==> config.mk <==
export PLATFORM = sky130hd
export DESIGN_NAME = cmd_guard
export DESIGN_NICKNAME = d
export VERILOG_FILES = /design/src/rtl/cg_pkg.sv /design/src/rtl/cg_err_merge.sv /design/src/rtl/cg_op_track.sv /design/src/rtl/cg_attn.sv /design/src/rtl/cg_abort.sv /design/src/rtl/cmd_guard.sv
export SDC_FILE = /design/constraint.sdc
export NUM_CORES = 1
export LEC_CHECK = 0
export BUFFER_PORTS_ARGS = -buffer_cell sky130_fd_sc_hd__buf_4
export CORE_ASPECT_RATIO = 1.4
export CORE_UTILIZATION = 30
export CTS_BUF_LIST = sky130_fd_sc_hd__clkbuf_4
export CTS_CLUSTER_SIZE = 10
export DETAILED_ROUTE_END_ITERATION = 10
export GPL_ROUTABILITY_DRIVEN = 0
export SYNTH_ARGS = -nofsm -noshare
export SYNTH_HDL_FRONTEND = slang
export SYNTH_SLANG_ARGS = --single-unit
==> constraint.sdc <==
create_clock -name clk -period 2.06 [get_ports clk]
set_input_delay 0.309 -clock clk [delete_from_list [all_inputs] [get_ports clk]]
set_output_delay 0.309 -clock clk [all_outputs]
set_load 0.005 [all_outputs]
==> src/rtl/cg_pkg.sv <==
// Shared types for the command guard: function classes and transfer phase.
package cg_pkg;
    typedef enum logic [2:0] {
        CLS_CTRL   = 3'd0,
        CLS_MOTION = 3'd1,
        CLS_REWIND = 3'd2,
        CLS_READ   = 3'd3,
        CLS_WRITE  = 3'd4
    } cls_e;

    typedef enum logic {
        PH_INIT = 1'b0,
        PH_XFER = 1'b1
    } phase_e;

    function automatic logic is_data(input logic [2:0] c);
        return (c == CLS_READ) || (c == CLS_WRITE);
    endfunction
endpackage

==> src/rtl/cg_err_merge.sv <==
// Reduces the error register to a composite flag plus the class-B/illegal
// and data-error groups. Assumes the masks are disjoint.
module cg_err_merge #(
    parameter int          ERR_W   = 16,
    parameter logic [15:0] CB_MASK = 16'h000F,
    parameter logic [15:0] DT_MASK = 16'h00F0
) (
    input  logic [ERR_W-1:0] err_bits,
    output logic             any_err,
    output logic             cb_err,
    output logic             dt_err
);
    localparam logic [ERR_W-1:0] CBM = CB_MASK[ERR_W-1:0];
    localparam logic [ERR_W-1:0] DTM = DT_MASK[ERR_W-1:0];

    // Group reductions.
    always_comb begin
        any_err = |err_bits;
        cb_err  = |(err_bits & CBM);
        dt_err  = |(err_bits & DTM);
    end
endmodule

==> src/rtl/cg_op_track.sv <==
// Tracks the current operation. It decides acceptance or refusal of a
// loaded command and records the class and phase. It also keeps flags for
// events seen during the operation. Assumes op_done comes only while busy.
module cg_op_track
    import cg_pkg::*;
(
    input  logic       clk,
    input  logic       rst_n,
    input  logic       cmd_load,
    input  logic       cmd_go,
    input  logic [2:0] cmd_class,
    input  logic       any_err,
    input  logic       run_start,
    input  logic       op_done,
    input  logic       ssc_evt,
    input  logic       endpt_evt,
    output logic       accept,
    output logic       reject,
    output logic       busy,
    output logic [2:0] cur_cls,
    output phase_e     phase,
    output logic       hit_err,
    output logic       hit_ssc,
    output logic       hit_ep
);
    // Command decision, evaluated in the load cycle.
    always_comb begin
        accept = cmd_load && cmd_go && !busy && !any_err;
        reject = cmd_load && cmd_go && !busy &&  any_err;
    end

    // Busy, class and phase registers.
    always_ff @(posedge clk) begin
        if (!rst_n) begin
            busy    <= 1'b0;
            cur_cls <= CLS_CTRL;
            phase   <= PH_INIT;
        end else if (accept) begin
            busy    <= 1'b1;
            cur_cls <= cmd_class;
            phase   <= PH_INIT;
        end else if (busy) begin
            if (op_done)
                busy <= 1'b0;
            if (run_start && phase == PH_INIT)
                phase <= PH_XFER;
        end
    end

    // Event flags collected over the operation.
    always_ff @(posedge clk) begin
        if (!rst_n || accept) begin
            hit_err <= 1'b0;
            hit_ssc <= 1'b0;
            hit_ep  <= 1'b0;
        end else if (busy) begin
            hit_err <= hit_err | any_err;
            hit_ssc <= hit_ssc | ssc_evt;
            hit_ep  <= hit_ep  | endpt_evt;
        end
    end
endmodule

==> src/rtl/cg_attn.sv <==
// Attention logic: start-bit clear pulse, attention-set pulse at the
// milestones, and the held attention flag. A set beats a clear.
module cg_attn
    import cg_pkg::*;
(
    input  logic       clk,
    input  logic       rst_n,
    input  logic       accept,
    input  logic       reject,
    input  logic [2:0] cmd_class,
    input  logic       busy,
    input  logic [2:0] cur_cls,
    input  logic       op_done,
    input  logic       any_err,
    input  logic       ssc_evt,
    input  logic       endpt_evt,
    input  logic       hit_err,
    input  logic       hit_ssc,
    input  logic       hit_ep,
    input  logic       attn_clr,
    output logic       go_clr,
    output logic       attn_set,
    output logic       attn
);
    logic end_attn;
    logic set_now;

    // Milestone detection.
    always_comb begin
        end_attn = busy && op_done &&
                   (cur_cls == CLS_MOTION || hit_err || any_err ||
                    hit_ssc || ssc_evt || hit_ep || endpt_evt);
        set_now  = reject || (accept && cmd_class == CLS_REWIND) || end_attn;
    end

    // Registered pulses and held flag.
    always_ff @(posedge clk) begin
        if (!rst_n) begin
            go_clr   <= 1'b0;
            attn_set <= 1'b0;
            attn     <= 1'b0;
        end else begin
            go_clr   <= reject;
            attn_set <= set_now;
            if (set_now)
                attn <= 1'b1;
            else if (attn_clr)
                attn <= 1'b0;
        end
    end
endmodule

==> src/rtl/cg_abort.sv <==
// Transfer abort logic: the exception line, the end-of-block flag and the
// write-terminate flag. The flags hold until the next accepted command.
module cg_abort
    import cg_pkg::*;
(
    input  logic       clk,
    input  logic       rst_n,
    input  logic       accept,
    input  logic       reject,
    input  logic [2:0] cmd_class,
    input  logic       busy,
    input  logic [2:0] cur_cls,
    input  phase_e     phase,
    input  logic       any_err,
    input  logic       cb_err,
    input  logic       dt_err,
    input  logic       abort_en,
    output logic       exc,
    output logic       eob,
    output logic       wr_end
);
    logic xfer_busy;
    logic run_abort;

    // Abort conditions during an active transfer.
    always_comb begin
        xfer_busy = busy && is_data(cur_cls);
        exc       = xfer_busy && any_err;
        run_abort = xfer_busy &&
                    ((phase == PH_INIT && any_err) ||
                     (phase == PH_XFER && (cb_err || (abort_en && dt_err))));
    end

    // Sticky end-of-block and write-terminate flags.
    always_ff @(posedge clk) begin
        if (!rst_n || accept) begin
            eob    <= 1'b0;
            wr_end <= 1'b0;
        end else begin
            if (run_abort || (reject && is_data(cmd_class)))
                eob <= 1'b1;
            if (run_abort && cur_cls == CLS_WRITE)
                wr_end <= 1'b1;
        end
    end
endmodule

==> src/rtl/cmd_guard.sv <==
// Top of the command guard. It checks each loaded command against the
// composite error and runs attention and transfer-abort signalling.
// Error detection happens elsewhere; err_bits arrive already held.
module cmd_guard
    import cg_pkg::*;
#(
    parameter int          ERR_W   = 16,
    parameter logic [15:0] CB_MASK = 16'h000F,
    parameter logic [15:0] DT_MASK = 16'h00F0
) (
    input  logic             clk,
    input  logic             rst_n,
    input  logic [ERR_W-1:0] err_bits,
    input  logic             cmd_load,
    input  logic             cmd_go,
    input  logic [2:0]       cmd_class,
    input  logic             abort_en,
    input  logic             run_start,
    input  logic             op_done,
    input  logic             ssc_evt,
    input  logic             endpt_evt,
    input  logic             attn_clr,
    output logic             busy,
    output logic             go_clr,
    output logic             attn_set,
    output logic             attn,
    output logic             exc,
    output logic             eob,
    output logic             wr_end
);
    logic       any_err, cb_err, dt_err;
    logic       accept, reject;
    logic [2:0] cur_cls;
    phase_e     phase;
    logic       hit_err, hit_ssc, hit_ep;

    cg_err_merge #(.ERR_W(ERR_W), .CB_MASK(CB_MASK), .DT_MASK(DT_MASK)) u_merge (
        .err_bits(err_bits), .any_err(any_err), .cb_err(cb_err), .dt_err(dt_err)
    );

    cg_op_track u_track (
        .clk(clk), .rst_n(rst_n), .cmd_load(cmd_load), .cmd_go(cmd_go),
        .cmd_class(cmd_class), .any_err(any_err), .run_start(run_start),
        .op_done(op_done), .ssc_evt(ssc_evt), .endpt_evt(endpt_evt),
        .accept(accept), .reject(reject), .busy(busy), .cur_cls(cur_cls),
        .phase(phase), .hit_err(hit_err), .hit_ssc(hit_ssc), .hit_ep(hit_ep)
    );

    cg_attn u_attn (
        .clk(clk), .rst_n(rst_n), .accept(accept), .reject(reject),
        .cmd_class(cmd_class), .busy(busy), .cur_cls(cur_cls),
        .op_done(op_done), .any_err(any_err), .ssc_evt(ssc_evt),
        .endpt_evt(endpt_evt), .hit_err(hit_err), .hit_ssc(hit_ssc),
        .hit_ep(hit_ep), .attn_clr(attn_clr), .go_clr(go_clr),
        .attn_set(attn_set), .attn(attn)
    );

    cg_abort u_abort (
        .clk(clk), .rst_n(rst_n), .accept(accept), .reject(reject),
        .cmd_class(cmd_class), .busy(busy), .cur_cls(cur_cls), .phase(phase),
        .any_err(any_err), .cb_err(cb_err), .dt_err(dt_err),
        .abort_en(abort_en), .exc(exc), .eob(eob), .wr_end(wr_end)
    );
endmodule

==> flow_summary.json, run 1 <==
{
  "overflow": 0,
  "cts.path.max_buffers": 2,
  "synth_common_cells": "dfxtp_1, a21oi_1, nor2_1",
  "slowest_delay_ps": 450,
  "met2_length_um": 742,
  "grt_pass1_wl_mm": 2.40,
  "min_period_ps": 1830,
  "slew_headroom_pct": 70.7,
  "port_buffers": 35,
  "required_ps": 1750,
  "grt_util_all_layers_pct": 16.2,
  "max-cap-violations": 0,
  "worst_setup_path_end_kind": "output pin",
  "root_buffer": "clkbuf_4",
  "setup_tns_ps": 0,
  "synth.area.top_cells": "dfxtp_1, a21oi_1, nor2_1",
  "drive_gt1_share_pct": 39.1,
  "ys_types": 28,
  "route.met3.wl_um": 101,
  "synth_seq_area_share_pct": 43.3,
  "row_count": 18,
  "fmax_ghz": 0.547,
  "worstMarginPinSlew_ps": 436,
  "final_nets": 140,
  "synth.top_cell.area_share_pct": 43.3,
  "drc": 0,
  "yosysMostFrequentCell": "dfxtp_1",
  "cts_hold_buf": 0,
  "dp.final_hpwl_mm": 1.21,
  "grt_pass1_vias": 637,
  "htree_levels": 1,
  "mappedNetlistNets": 102,
  "start_util_pct": 32.9,
  "die-width_um": 39.8,
  "avgSynthCellArea_um2": 8.23,
  "area_growth_pct": 52.1,
  "hp-class": "input port to flop",
  "avgRoutedWirePerCell_um": 11.5,
  "cts_resized": 0,
  "status": "completed",
  "drt-total-wl_mm": 1.50,
  "wl_met1_um": 631,
  "slew_viol_final": 0,
  "finalSetupViolCount": 0,
  "ir_worst_vdd_mv": 0.451,
  "ant_nets": 0,
  "path_cells": "or3b_2 -> o21ai_0 -> and3_1 -> buf_4",
  "top_layer_used": "met4",
  "fin_skew_ps": 0.433,
  "worstPathArrival_ps": 1520,
  "hold_viol": 0,
  "grt_start_max_net_pins": 14,
  "die-area_um2": 2190,
  "cts_sinks": 13,
  "synth_ff_type": "dfxtp_1",
  "critPathMaxFanout": 5,
  "clk_pin_slew_worst_paths_ps": 80,
  "synth_seq_cells": 13,
  "instances_no_fill": 130,
  "slowest_stage": "or3b_2",
  "clk_latency_ps": 280,
  "rsz0062_at_grt": "no",
  "firstDrtPassIters": 4,
  "vias": 662,
  "start_kind": "flop",
  "synth_edf_count": 0,
  "drt_iter0_markers": 10,
  "worstSetupPathType": "flop to output pin",
  "syn_area_um2": 601,
  "die_y_um": 54.9,
  "fill_cells": 185,
  "ios": 36,
  "power_density_nw_per_um2": 546,
  "post-route-period-util_pct": 88.8,
  "antenna_found_initial": 0,
  "synth_top_area_cell": "dfxtp_1",
  "coreArea_um2": 1820,
  "cts_buffers": 3,
  "vias_per_cell": 5.09,
  "n_antenna_cell": 0,
  "yosys_warnings": 0,
  "ff_latch_area_um2": 260,
  "post-cts-setup-buffers": 0,
  "p_leak_nw": 0.394,
  "cts_tree": "yes",
  "dp.cells": 126,
  "multi_input_area_um2": 320,
  "synth_cells": 73,
  "async_flop_share_pct": 0
}
[state kept, by name, indices dropped and copies added (netlist names)]
register and cells:
u_attn.go_clr 1, u_track.phase 1, u_track.hit_err 1, u_track.hit_ssc 1, u_track.cur_cls 3, u_attn.attn 1
u_track.busy 1, u_abort.wr_end 1, u_attn.attn_set 1, u_abort.eob 1, u_track.hit_ep 1
[area by class of cell]
cell class	count	share of cell area, %
Sequential cell	13	28.5
Inverter	2	0.822
Tap cell	20	2.74
Multi-Input combinational cell	55	35.1
Clock buffer	4	3.29
Timing Repair Buffer	36	29.6
[power breakdown]
group	switching (W)	internal [W]	leakage [nW]
Clock	0.0000836	0.0000883	0.0184
Sequential	0.00000128	0.000255	0.105
Combinational	0.0000253	0.0000452	0.270
[cells in the final DEF, fill, tap and decap left out]
master / n
o22ai_1: 1
nor4_1: 4
o211ai_1: 2
a31oi_1: 1
clkbuf_4: 4
or4_1: 1
nand3b_1: 1
and2_1: 1
nor3_1: 2
nand2_1: 3
nand2b_1: 1
o21ai_2: 1
nand4_1: 2
nand3_1: 4
and3b_1: 1
or3b_2: 1
nor2b_1: 2
nor3b_1: 1
buf_4: 36
a21oi_1: 11
o21ai_0: 4
dfxtp_1: 13
nor2_1: 7
and4_1: 1
o21a_1: 1
inv_1: 2
and3_1: 1
o311ai_2: 1
[per-layer routing]
layer,vias up,global-route usage (%)
li1,346,-
met1,285,17.4
met2,27,28.4
met3,4,5.20
met4,0,6.90
met5,-,0
[worst max-delay path, delay by kind of cell (launching register included)]
family                 cells  cell delay [ps]
AND/OR/NAND/NOR            2              640
AO/OA/AOI/OAI              1              110
flip-flops                 1              390
buffers and inverters      1              110
[path summary, 6_finish.rpt]
kind,depth (start not counted),slack (ps),from,end
worst max-delay path,4,230,u_track.cur_cls[2]$_SDFFE_PN0P_,exc
worst min-delay path,3,260,run_start,u_track.phase$_SDFFE_PP0P_
worst max register to register,4,510,u_track.hit_err$_SDFFE_PP0P_,u_attn.attn$_SDFFE_PN0P_
worst min register to register,2,470,u_track.hit_ep$_SDFFE_PP0P_,u_track.hit_ep$_SDFFE_PP0P_
[metrics by stage]
stage	cell area (µm²)	utilization [%]	total power [W]	worst slack, ps	hold slack, ps
after floorplan	601	-	0.000279	546	427
after global placement	883	48.4	0.000331	360	445
after detailed placement	883	48.4	0.000333	335	452
after CTS	913	50.1	0.000500	228	266
after global routing	913	50.1	0.000519	132	283
final	913	50.1	0.000498	230	262
[cells by family (layout without fill, tap and decap cells)]
group / Yosys count / count (layout) / share of synthesized area [%]
AND/OR/NAND/NOR: 33 / 33 / 30.8
AO/OA/AOI/OAI: 22 / 22 / 22.5
flip-flops: 13 / 13 / 43.3
buffers and inverters: 5 / 42 / 3.33
No activity file was read; power rests on OpenSTA's default activity.
==> inputs of run 2 (changes only) <==
==> constraint.sdc (replaced) <==
create_clock -name clk -period 2.06 [get_ports clk]
set_input_delay 0.103 -clock clk [delete_from_list [all_inputs] [get_ports clk]]
set_output_delay 0.103 -clock clk [all_outputs]
set_load 0.005 [all_outputs]
==> run 2 against run 1 <==
  * Wire length fell by 1.2%
  * Clock skew rose by 6.8 ps
  * Combinational power fell by 0.7%
  * Clock power barely moved
  * Sequential power barely moved
  * Critical endpoint unchanged
  * Highest routed layer unchanged
==> flow_summary.json, run 2 (synthesis results as in run 1) <==
{
  "status": "completed",
  "worst_slack_ps": 434,
  "fin_skew_ps": 7.28,
  "mostFrequentLayoutCells": "buf_4, dfxtp_1, a21oi_1, nor2_1",
  "crit_family": "simple AND/OR/NAND/NOR gates",
  "min_period_ps": 1630,
  "setup_tns_ps": 0,
  "vias_per_cell": 5.16,
  "clk_pin_slew_worst_paths_ps": 80,
  "finalSetupViolCount": 0,
  "drt_iter0_markers": 9,
  "drive_gt1_share_pct": 38.5,
  "coreArea_um2": 1820,
  "overflow": 0,
  "die_y_um": 54.9,
  "worstPathArrival_ps": 1520,
  "ir_worst_vdd_mv": 0.330,
  "post-route-period-util_pct": 78.9,
  "top_register": "u_track.cur_cls",
  "final_nets": 139,
  "clk_latency_ps": 280,
  "cts.path.max_buffers": 2,
  "n_antenna_cell": 0,
  "start_util_pct": 32.9,
  "grt_pass1_vias": 573,
  "slowest_stage": "or3b_2",
  "cts_tree": "yes",
  "ant_nets": 0,
  "cts_hold_buf": 0,
  "worstMarginPinSlew_ps": 479,
  "ios": 36,
  "vias": 665,
  "hp-class": "input port to flop",
  "max-cap-violations": 0,
  "die-width_um": 39.8,
  "row_count": 18,
  "cts_sinks": 13,
  "grt_util_all_layers_pct": 15.7,
  "cts_buffers": 3,
  "worstSetupPathType": "flop to output pin",
  "cts_resized": 0,
  "worst_setup_path_end_kind": "output pin",
  "drt-total-wl_mm": 1.48,
  "path_cells": "or3b_2 -> o21ai_0 -> and3_1 -> buf_4",
  "dp_slack_ps": 455,
  "firstDrtPassIters": 4,
  "htree_levels": 1,
  "port_buffers": 35,
  "p_leak_nw": 0.389,
  "start_kind": "flop",
  "fmax_ghz": 0.615,
  "r2r_slack_ps": 510,
  "power_density_nw_per_um2": 548,
  "drc": 0,
  "final_core_util_pct": 49.7,
  "largest_reg_flops": 3,
  "critPathMaxFanout": 5,
  "slew_headroom_pct": 67.8,
  "avgRoutedWirePerCell_um": 11.5,
  "crit_buf_inv": 1,
  "root_buffer": "clkbuf_4",
  "fill_cells": 177,
  "area_growth_pct": 50.8,
  "grt_pass1_wl_mm": 2.33,
  "required_ps": 1960,
  "slew_viol_final": 0,
  "grt_start_max_net_pins": 14,
  "rsz0062_at_grt": "no",
  "dp.final_hpwl_mm": 1.22,
  "hold_viol": 0,
  "post-cts-setup-buffers": 0,
  "antenna_found_initial": 0,
  "die-area_um2": 2190,
  "final_common_cell": "buf_4",
  "slowest_delay_ps": 440
}
-- run 2: per-layer routing --
metal  global-route usage [%]  up-vias  part of all wire (%)
met2                     27.0       24                    50
met3                     4.80        4                   6.7
met5                        0        -                     0
met1                     17.2      295                    41
li1                         -      342                     -
met4                     6.90        0                   1.4
-- run 2: worst reg2reg max path, stage by stage, from the launching register on --
cell and delay, ps:
dfxtp_1 320, or4_1 540, o311ai_2 260, o211ai_1 150
o21a_1 190
-- run 2: worst paths after layout --
kind,startpoint,to,cells past startpoint
worst max-delay path,u_track.cur_cls[2]$_SDFFE_PN0P_,exc,4
worst min-delay path,run_start,u_track.phase$_SDFFE_PP0P_,3
worst max register to register,u_track.hit_err$_SDFFE_PP0P_,u_attn.attn$_SDFFE_PN0P_,4
worst min register to register,u_track.hit_ep$_SDFFE_PP0P_,u_track.hit_ep$_SDFFE_PP0P_,2
-- run 2: power breakdown --
| part | internal, W | switching, W | leakage [nW] | total [W] |
|---|---|---|---|---|
| clock | 0.0000882 | 0.0000819 | 0.0184 | 0.000170 |
| sequential | 0.000255 | 0.00000141 | 0.105 | 0.000256 |
| combinational | 0.0000452 | 0.0000248 | 0.266 | 0.0000700 |
-- run 2: area by class of cell --
type	instances	area, µm²	area share, %
Sequential cell	13	260	28.7
Inverter	2	7.51	0.829
Multi-Input combinational cell	55	320	35.4
Timing Repair Buffer	35	263	29.0
Tap cell	20	25.0	2.76
Clock buffer	4	30.0	3.31
-- run 2: stage by stage --
stage | area [µm²] | std cells | hold slack [ps] | power [W]
final | 906 | 129 | 65.8 | 0.000496
after global routing | 906 | 129 | 85.3 | 0.000521
after CTS | 906 | 129 | 60.9 | 0.000501
after detailed placement | 876 | 125 | 349 | 0.000332
after global placement | 876 | 125 | 335 | 0.000331
after floorplan | 601 | 73 | 221 | 0.000279
